File: config.mk
export PLATFORM = sky130hd
export DESIGN_NAME = p2p_cfg_regs
export DESIGN_NICKNAME = d
export VERILOG_FILES = /design/src/rtl/p2p_cfg_pkg.sv /design/src/rtl/p2p_cfg_dword.sv /design/src/rtl/p2p_remap_detect.sv /design/src/rtl/p2p_bus_rst_edge.sv /design/src/rtl/p2p_cfg_regs.sv
export SDC_FILE = /design/constraint.sdc
export NUM_CORES = 1
export LEC_CHECK = 0
export ABC_AREA = 1
export CORE_ASPECT_RATIO = 1.25
export CORE_MARGIN = 2
export CORE_UTILIZATION = 50
export DETAILED_ROUTE_END_ITERATION = 8
export GPL_TIMING_DRIVEN = 1
export PLACE_DENSITY = 0.68
export RECOVER_POWER = 25
export SKIP_LAST_GASP = 1
export SLEW_MARGIN = 30
export SYNTH_ARGS = -nofsm -noshare
export SYNTH_HDL_FRONTEND = slang
export SYNTH_HIERARCHICAL = 1
export SYNTH_SLANG_ARGS = --single-unit
File: constraint.sdc
create_clock -name clk -period 2.85 [get_ports clk]
set_clock_uncertainty 0.2 [all_clocks]
set_input_delay 0.7125 -clock clk [delete_from_list [all_inputs] [get_ports clk]]
set_output_delay 0.7125 -clock clk [all_outputs]
set_load 0.02 [all_outputs]
File: src/rtl/p2p_cfg_pkg.sv
package p2p_cfg_pkg;

  localparam int DW_W   = 32;
  localparam int BE_W   = DW_W / 8;
  localparam int IDX_W  = 4;
  localparam int N_DW   = 1 << IDX_W;

  localparam int IDX_ID   = 0;
  localparam int IDX_CMD  = 1;
  localparam int IDX_CLS  = 2;
  localparam int IDX_HDR  = 3;
  localparam int IDX_BUS  = 6;
  localparam int IDX_IO   = 7;
  localparam int IDX_MEM  = 8;
  localparam int IDX_PREF = 9;
  localparam int IDX_PBU  = 10;
  localparam int IDX_PLU  = 11;
  localparam int IDX_IOU  = 12;
  localparam int IDX_CTL  = 15;

  localparam int CTL_BUSRST_BIT = 16 + 6;
  localparam logic [15:0] STAT_CAPS = 16'h00A0;

  // bits software may change, per dword
  function automatic logic [DW_W-1:0] wmask_of(input int idx);
    case (idx)
      IDX_CMD:  return 32'h0000_07DF;
      IDX_BUS:  return 32'hFFFF_FFFF;
      IDX_IO:   return 32'h0000_F0F0;
      IDX_MEM:  return 32'hFFF0_FFF0;
      IDX_PREF: return 32'hFFF0_FFF0;
      IDX_PBU:  return 32'hFFFF_FFFF;
      IDX_PLU:  return 32'hFFFF_FFFF;
      IDX_IOU:  return 32'hFFFF_FFFF;
      IDX_CTL:  return 32'h0FFF_0000;
      default:  return '0;
    endcase
  endfunction

  // bits forced to 1 by the forwarding-off command (base range bits)
  function automatic logic [DW_W-1:0] fwd_set_of(input int idx);
    case (idx)
      IDX_IO:   return 32'h0000_00F0;
      IDX_MEM:  return 32'h0000_FFF0;
      IDX_PREF: return 32'h0000_FFF0;
      default:  return '0;
    endcase
  endfunction

  // bits forced to 0 by the forwarding-off command (limit range bits, uppers)
  function automatic logic [DW_W-1:0] fwd_clr_of(input int idx);
    case (idx)
      IDX_IO:   return 32'h0000_F000;
      IDX_MEM:  return 32'hFFF0_0000;
      IDX_PREF: return 32'hFFF0_0000;
      IDX_PBU:  return 32'hFFFF_FFFF;
      IDX_PLU:  return 32'hFFFF_FFFF;
      default:  return '0;
    endcase
  endfunction

  // fixed value of the non-writable bits
  function automatic logic [DW_W-1:0] ro_value(input int idx,
                                               input logic [15:0] ven,
                                               input logic [15:0] dev,
                                               input logic [7:0]  rev,
                                               input logic        mf);
    case (idx)
      IDX_ID:   return {dev, ven};
      IDX_CMD:  return {STAT_CAPS, 16'h0000};
      IDX_CLS:  return {24'h060400, rev};
      IDX_HDR:  return {8'h00, mf, 7'h01, 16'h0000};
      IDX_IO:   return {STAT_CAPS, 16'h0101};
      IDX_PREF: return 32'h0001_0001;
      default:  return '0;
    endcase
  endfunction

  // byte-lane merge restricted to writable bits
  function automatic logic [DW_W-1:0] merge_bytes(input logic [DW_W-1:0] old,
                                                  input logic [DW_W-1:0] wd,
                                                  input logic [BE_W-1:0] be,
                                                  input logic [DW_W-1:0] mask);
    logic [DW_W-1:0] r;
    r = old;
    for (int b = 0; b < BE_W; b++) begin
      if (be[b]) begin
        r[b*8 +: 8] = (old[b*8 +: 8] & ~mask[b*8 +: 8]) | (wd[b*8 +: 8] & mask[b*8 +: 8]);
      end
    end
    return r;
  endfunction

  // header byte offsets whose change alters forwarding
  function automatic logic byte_affects_windows(input int unsigned off);
    return (off == 4)  || (off == 5)  ||
           (off == 28) || (off == 29) ||
           ((off >= 32) && (off <= 51)) ||
           (off == 62) || (off == 63);
  endfunction

  function automatic logic write_hits_windows(input logic [IDX_W-1:0] idx,
                                              input logic [BE_W-1:0]  be);
    logic hit;
    hit = 1'b0;
    for (int b = 0; b < BE_W; b++) begin
      if (be[b] && byte_affects_windows(int'(idx) * BE_W + b)) hit = 1'b1;
    end
    return hit;
  endfunction

endpackage

File: src/rtl/p2p_cfg_dword.sv
module p2p_cfg_dword
  import p2p_cfg_pkg::*;
#(
  parameter logic [DW_W-1:0] WMASK = '0,
  parameter logic [DW_W-1:0] FSET  = '0,
  parameter logic [DW_W-1:0] FCLR  = '0
) (
  input  logic            clk,
  input  logic            rst_n,
  input  logic            wr_en,
  input  logic [BE_W-1:0] be,
  input  logic [DW_W-1:0] wdata,
  input  logic            fwd,
  output logic [DW_W-1:0] q
);
  localparam bit HAS_FWD = ((FSET | FCLR) != '0);

  logic [DW_W-1:0] nxt;

  always_comb begin
    nxt = q;
    if (wr_en) nxt = merge_bytes(q, wdata, be, WMASK);
    if (HAS_FWD && fwd) nxt = (q | FSET) & ~FCLR;
  end

  always_ff @(posedge clk or negedge rst_n) begin
    if (!rst_n) q <= '0;
    else        q <= nxt & WMASK;
  end
endmodule

File: src/rtl/p2p_remap_detect.sv
module p2p_remap_detect
  import p2p_cfg_pkg::*;
(
  input  logic             clk,
  input  logic             rst_n,
  input  logic             we,
  input  logic [IDX_W-1:0] idx,
  input  logic [BE_W-1:0]  be,
  output logic             stb
);
  logic hit;
  assign hit = we && write_hits_windows(idx, be);

  always_ff @(posedge clk or negedge rst_n) begin
    if (!rst_n) stb <= 1'b0;
    else        stb <= hit;
  end
endmodule

File: src/rtl/p2p_bus_rst_edge.sv
module p2p_bus_rst_edge (
  input  logic clk,
  input  logic rst_n,
  input  logic ctl_bit,
  output logic pulse
);
  logic prev;

  always_ff @(posedge clk or negedge rst_n) begin
    if (!rst_n) prev <= 1'b0;
    else        prev <= ctl_bit;
  end

  assign pulse = ctl_bit & ~prev;
endmodule

File: src/rtl/p2p_cfg_regs.sv
module p2p_cfg_regs
  import p2p_cfg_pkg::*;
#(
  parameter logic [15:0] VENDOR_ID = 16'hABCD,
  parameter logic [15:0] DEVICE_ID = 16'h0B17,
  parameter logic [7:0]  REV_ID    = 8'h02,
  parameter bit          MULTI_FN  = 1'b0
) (
  input  logic             clk,
  input  logic             rst_n,
  input  logic             cfg_we,
  input  logic [IDX_W-1:0] cfg_dw,
  input  logic [BE_W-1:0]  cfg_be,
  input  logic [DW_W-1:0]  cfg_wdata,
  output logic [DW_W-1:0]  cfg_rdata,
  input  logic             fwd_off,
  output logic             remap_stb,
  output logic             sec_bus_rst
);
  logic [DW_W-1:0] view [N_DW];

  for (genvar g = 0; g < N_DW; g++) begin : g_dw
    localparam logic [DW_W-1:0] WM = wmask_of(g);
    localparam logic [DW_W-1:0] RO = ro_value(g, VENDOR_ID, DEVICE_ID, REV_ID, MULTI_FN);
    if (WM != '0) begin : g_rw
      logic [DW_W-1:0] stor;
      p2p_cfg_dword #(
        .WMASK (WM),
        .FSET  (fwd_set_of(g)),
        .FCLR  (fwd_clr_of(g))
      ) u_reg (
        .clk   (clk),
        .rst_n (rst_n),
        .wr_en (cfg_we && (cfg_dw == IDX_W'(g))),
        .be    (cfg_be),
        .wdata (cfg_wdata),
        .fwd   (fwd_off),
        .q     (stor)
      );
      assign view[g] = (stor & WM) | (RO & ~WM);
    end else begin : g_ro
      assign view[g] = RO;
    end
  end

  assign cfg_rdata = view[cfg_dw];

  // named events for the checker
  logic        busrst_bit;
  logic [11:0] mem_lim_rng;
  assign busrst_bit  = view[IDX_CTL][CTL_BUSRST_BIT];
  assign mem_lim_rng = view[IDX_MEM][31:20];

  p2p_remap_detect u_remap (
    .clk   (clk),
    .rst_n (rst_n),
    .we    (cfg_we),
    .idx   (cfg_dw),
    .be    (cfg_be),
    .stb   (remap_stb)
  );

  p2p_bus_rst_edge u_sbr (
    .clk     (clk),
    .rst_n   (rst_n),
    .ctl_bit (busrst_bit),
    .pulse   (sec_bus_rst)
  );
endmodule

# Word-level counts from Yosys, hierarchy flattened
# Index checks and enable logic that the tools add are counted.
# W data, S select, Z words.
[op_classes]
order_cmp = 9
bitwise_logic = 3
multipliers = 0
n_addsub = 3
n_div = 0
shift = 0
n_mux = 24
n_reduce_logical = 77
eq_ne = 27
[op_table]
columns = ["operator", "n"]
rows = [
  ["$mux W32", 10],
  ["$eq A32 B3 Y1 const B", 6],
  ["$eq A32 B5 Y1 const B", 6],
  ["$eq A32 B6 Y1 const B", 6],
  ["$bmux W32 S4", 1],
  ["$ge A32 B6 Y1 const B", 3],
  ["$le A32 B6 Y1 const B", 3],
  ["$reduce_and A2 Y1", 30],
  ["$mux W8", 7],
  ["$mux W16", 2],
  ["$eq A4 B4 Y1 const B", 6],
  ["$logic_or A1 B1 Y1", 20],
  ["$logic_and A1 B1 Y1", 18],
  ["$reduce_bool A2 Y1", 9],
  ["$add A6 B2 Y7 const B", 2],
  ["$eq A4 B3 Y1 const B", 2],
  ["$add A6 B1 Y7 const B", 1],
  ["$ge A6 B6 Y1 const B", 1],
  ["$le A6 B6 Y1 const B", 1],
  ["$ge A5 B5 Y1 const B", 1],
  ["$not A4 Y5", 1],
  ["$eq A4 B1 Y1 const B", 1],
  ["$mux W1", 4],
  ["$and A1 B1 Y1", 1],
  ["$not A1 Y1", 1],
]
[totals]
output_inout_bits = 34
rom_bits = 0
memories = 0
latchBits = 0
ff_bits = 208
in_bits = 44
ram_bits = 0

# Logic depth before layout (Yosys ltp)
[logic_depth]
ltp_word = 13
depth_mapped = 11
mapped_depth_nobuf = 8

# By module
# The synthesis kept the hierarchy.
[modules_own_cells]
columns = ["module", "cells_per_inst", "area_each_um2", "n_inst", "seq_area_each_um2"]
rows = [
  ["p2p_cfg_dword (g_dw[10].g_rw.u_reg ...)", 208, 1555.2, 2, 800.8],
  ["p2p_cfg_dword (g_dw[8].g_rw.u_reg ...)", 167, 1353.8, 2, 600.6],
  ["p2p_cfg_dword (g_dw[12].g_rw.u_reg ...)", 140, 1291.2, 2, 800.8],
  ["p2p_cfg_regs", 576, 2398.6, 1, 0.0],
  ["p2p_cfg_dword (g_dw[15].g_rw.u_reg)", 73, 630.6, 1, 300.3],
  ["p2p_cfg_dword (g_dw[7].g_rw.u_reg)", 79, 574.3, 1, 200.2],
  ["p2p_cfg_dword (g_dw[1].g_rw.u_reg)", 67, 564.3, 1, 250.2],
  ["p2p_remap_detect", 16, 90.1, 1, 25.0],
  ["p2p_bus_rst_edge", 3, 35.0, 1, 25.0],
]

# Least setup slack after synthesis
# OpenSTA, ideal clock, no wires.
[synth_path]
path_kind = "input port to output port"
startpoint = "input cfg_dw[0]"
endpoint = "output cfg_rdata[25]"
arrival_time_ns = 1.900
n_path_buf = 3
t_required_ns = 1.938
stages = 9
setup_slack_ns = 0.038
path_cell_list = "buf_4 inv_2 buf_4 buf_2 ha_1 o21ai_0 nand2_1 nand2_1 nand3_1"
[synth_via]
elab_chain_len = 4
[synth_rtl]
columns = ["element", "line", "rtl"]
rows = [
  ["start, declared", "p2p_cfg_regs.sv:12", "input logic [IDX_W-1:0] cfg_dw,"],
  ["$not A4 Y5 (not written as such)", "p2p_cfg_regs.sv:46", "assign cfg_rdata = view[cfg_dw];"],
  ["$bmux W32 S4", "p2p_cfg_regs.sv:46", ""],
  ["$mux W32 (not written as such) (2 in series)", "p2p_cfg_regs.sv:46", ""],
  ["end, declared", "p2p_cfg_regs.sv:15", "output logic [DW_W-1:0] cfg_rdata,"],
]
# No other way between the ends. The select of a mux whose other input is x is not followed.

# Worst setup path after layout
[layout_path]
startpoint = "input cfg_dw[0]"
endpoint = "output cfg_rdata[16]"
# The elaborated chain is that of the path after synthesis.

==> results.sh <==
export IMPL_worstMarginPinSlew_ns=1.26
export IMPL_fp_dieW_um=143
export IMPL_power_leakage_nw=8.13
export IMPL_class_of_the_most_critical_setup_path="input port to output port"
export IMPL_flow_area_growth_from_synthesis_pct=19.0
export IMPL_synthesis_area_mm2=0.0121
export IMPL_gr_total_overflow=0
export IMPL_grt_total_usage_pct=30.2
export IMPL_cp_end_kind="output port"
export IMPL_power_ir_vdd_worst_mv=0.417
export IMPL_n_fill_cell=2232
export IMPL_met3_use_gr_pct=3.53
export IMPL_outcome="finished clean"
export IMPL_drive_gt1_share_pct=16.2
export IMPL_dr_total_vias=11600
export IMPL_final_setup_worst_slack_ns=0.0446
export IMPL_drt_total_wl_mm=37.5
export IMPL_synth_yosys_warnings=6
export IMPL_final_hold_violation_count=0
export IMPL_grt_met2_usage_pct=49.7
export IMPL_cp_slowest_stage_delay_ns=0.16
export IMPL_syn_mean_instance_area_um2=6.86
export IMPL_rsz0062_at_grt="true"
export IMPL_postSynthCellCount=1757
export IMPL_core_rowCount=63
export IMPL_path_common_cell="sky130_fd_sc_hd__nand2_1"
export IMPL_clock_latency_ns=0.49
export IMPL_drt_vias_per_instance=5.20
export IMPL_insertedDiodeCount=0
export IMPL_die_y_um=178
export IMPL_gr_usage_met1_pct=41.2
export IMPL_via_count_of_the_first_global_routing_pass=11100
export IMPL_largest_buffer_count_on_any_clock_path=3
export IMPL_first_pass_grt_wire_length_mm=60.0
export IMPL_floorplan_die_area_mm2=0.0254
export IMPL_relSlewSlack_pct=15.9
export IMPL_tritoncts_num_buffers=23
export IMPL_initial_core_util_pct=50.8
export IMPL_cp_required_ns=1.94
export IMPL_crit_fanout=6
export IMPL_critical_path_startpoint_type="input port"
export IMPL_max_cap_viol_count=0
export IMPL_worstPathCellList="buf_2 > inv_4 > buf_12 > nand2_2 > inv_2 > buf_4 > nand2_1 > nand2_1 > nand2_1 > nand3_1 > buf_2"
export IMPL_drc=0
export IMPL_worst_ep_arrival_time_ns=1.89
export IMPL_cts_num_sinks=208
export IMPL_ant_nets=0
export IMPL_io_pin_count=78
export IMPL_hold_ws_ns=0.248
export IMPL_detail_route_iter0_violations=889
export IMPL_post_drt_wl_per_cell_um=16.9
export IMPL_place_congestion=0.890
export IMPL_layout_min_cycle_time_ns=2.81
export IMPL_layout_worst_path_cycle_share_pct=98.4
export IMPL_grt_start_max_net_pins=62
export IMPL_grt_antenna_before_repair=0
export IMPL_tritoncts="yes"
export IMPL_drt_pass1_iterations=5
export IMPL_clkTransAtPathRegs_ns=0.06
export IMPL_cellPowerDensity_mw_per_mm2=543
export IMPL_dp_worst_setup_slack_ns=-0.764
export IMPL_htreeDepth=1
export IMPL_net_count_after_synthesis=1807
export IMPL_fmax_ghz=0.356
export IMPL_hold_path_class="flip-flop to flip-flop"
export IMPL_timing_max_transition_violations_final=0
export IMPL_port_buffers=77
export IMPL_floorplan_core_area_mm2=0.0237
export IMPL_report_power_total_mw=7.79
export IMPL_multiInputGateArea_mm2=0.00565
export IMPL_cts_root_buf="sky130_fd_sc_hd__clkbuf_16"
export IMPL_report_final_setup_viol=0
export IMPL_critical_path_slowest_cell="sky130_fd_sc_hd__buf_2"
export IMPL_grt_busiest_layer="met2"
export IMPL_register_area_mm2=0.00520
export IMPL_final_nets=1935
export IMPL_detailed_place_hpwl_mm=26.2
-- metrics by stage --
step | setup TNS, ns | instance area (um2) | std cells | utilization [%]
floorplan | 0 | 12100 | 1757 | -
global placement | -21.67 | 13600 | 2180 | 57.5
detailed placement | -23.20 | 13600 | 2180 | 57.5
CTS | 0 | 14300 | 2225 | 60.4
global route | -0.0352 | 14300 | 2225 | 60.5
finish | 0 | 14300 | 2225 | 60.5
-- what timing repair did --
action	4_1_cts	5_1_grt
buffers inserted	1	0
gates cloned	3	0
setup endpoints to repair	32	32
hold buffers	1	0
pin swaps	5	4
endpoints found under the hold margin	42	0
gates resized for setup	172	14
-- area by class of cell --
cell class	count	share of cell area, %
clock inverter	4	0.157
multi-input combinational	1271	39.4
tap	325	2.83
inverter	205	5.43
sequential	208	36.3
timing repair buffer	176	11.2
clock buffer	36	4.70
-- registers in the layout (all words and copies together), names as in the netlist --
name,count
g_dw.g_rw.u_reg/q,206
u_sbr/prev,1
u_remap/stb,1
-- critical path, delay by kind of cell --
family	cells	cell delay, ns
buffers and inverters	6	0.72
and+or+nand+nor	5	0.44
-- power by group --
group / internal [mW] / total, mW / switching, mW
Clock: 1.62 / 2.81 / 1.20
Combinational: 0.528 / 1.44 / 0.914
Sequential: 3.33 / 3.54 / 0.212
Total: 5.47 / 7.79 / 2.32
-- layout by cell type (no fill, tap or decap), types with 2 or more instances in the layout --
master / n
sky130_fd_sc_hd__inv_4: 2
sky130_fd_sc_hd__nand4_1: 4
sky130_fd_sc_hd__inv_1: 193
sky130_fd_sc_hd__buf_4: 71
sky130_fd_sc_hd__or2_2: 3
sky130_fd_sc_hd__nor3_2: 3
sky130_fd_sc_hd__nor2_4: 6
sky130_fd_sc_hd__clkdlybuf4s50_1: 39
sky130_fd_sc_hd__nand3_1: 268
sky130_fd_sc_hd__nand2_1: 707
sky130_fd_sc_hd__a21oi_1: 6
sky130_fd_sc_hd__clkbuf_16: 23
sky130_fd_sc_hd__clkbuf_1: 8
sky130_fd_sc_hd__nand2_8: 4
sky130_fd_sc_hd__dfrtp_1: 208
sky130_fd_sc_hd__clkinv_2: 3
sky130_fd_sc_hd__a21oi_2: 2
sky130_fd_sc_hd__clkbuf_2: 3
sky130_fd_sc_hd__clkbuf_8: 5
sky130_fd_sc_hd__nand2_2: 102
sky130_fd_sc_hd__nand2_4: 5
sky130_fd_sc_hd__nor2_1: 134
sky130_fd_sc_hd__buf_12: 16
sky130_fd_sc_hd__o21ai_1: 2
sky130_fd_sc_hd__inv_2: 9
sky130_fd_sc_hd__ha_1: 6
sky130_fd_sc_hd__buf_2: 29
sky130_fd_sc_hd__nor3_1: 4
sky130_fd_sc_hd__nor2_2: 2
sky130_fd_sc_hd__buf_6: 17
sky130_fd_sc_hd__o21ai_0: 11
-- worst paths after layout --
| kind | startpoint | endpoint | slack, ns | cells past startpoint |
|---|---|---|---|---|
| min reg2reg | g_dw[15].g_rw.u_reg/q[22] | u_sbr/prev | 0.25 | 0 |
| max reg2reg | g_dw[11].g_rw.u_reg/q[7] | g_dw[11].g_rw.u_reg/q[7] | 1.97 | 2 |
| max in group asynchronous | rst_n | g_dw[12].g_rw.u_reg/q[2] | 0.48 | 3 |
| min in group asynchronous | rst_n | g_dw[10].g_rw.u_reg/q[30] | 0.83 | 2 |
| min | g_dw[15].g_rw.u_reg/q[22] | u_sbr/prev | 0.25 | 0 |
| max | cfg_dw[0] | cfg_rdata[16] | 0.04 | 11 |
-- routing by layer --
| layer | up-vias | wire length, um |
|---|---|---|
| met4 | 0 | 1300 |
| met2 | 440 | 17600 |
| met5 | - | 0 |
| li1 | 5611 | - |
| met1 | 5422 | 16100 |
| met3 | 94 | 2530 |
Note: power is estimated with default switching activity, not from simulation.
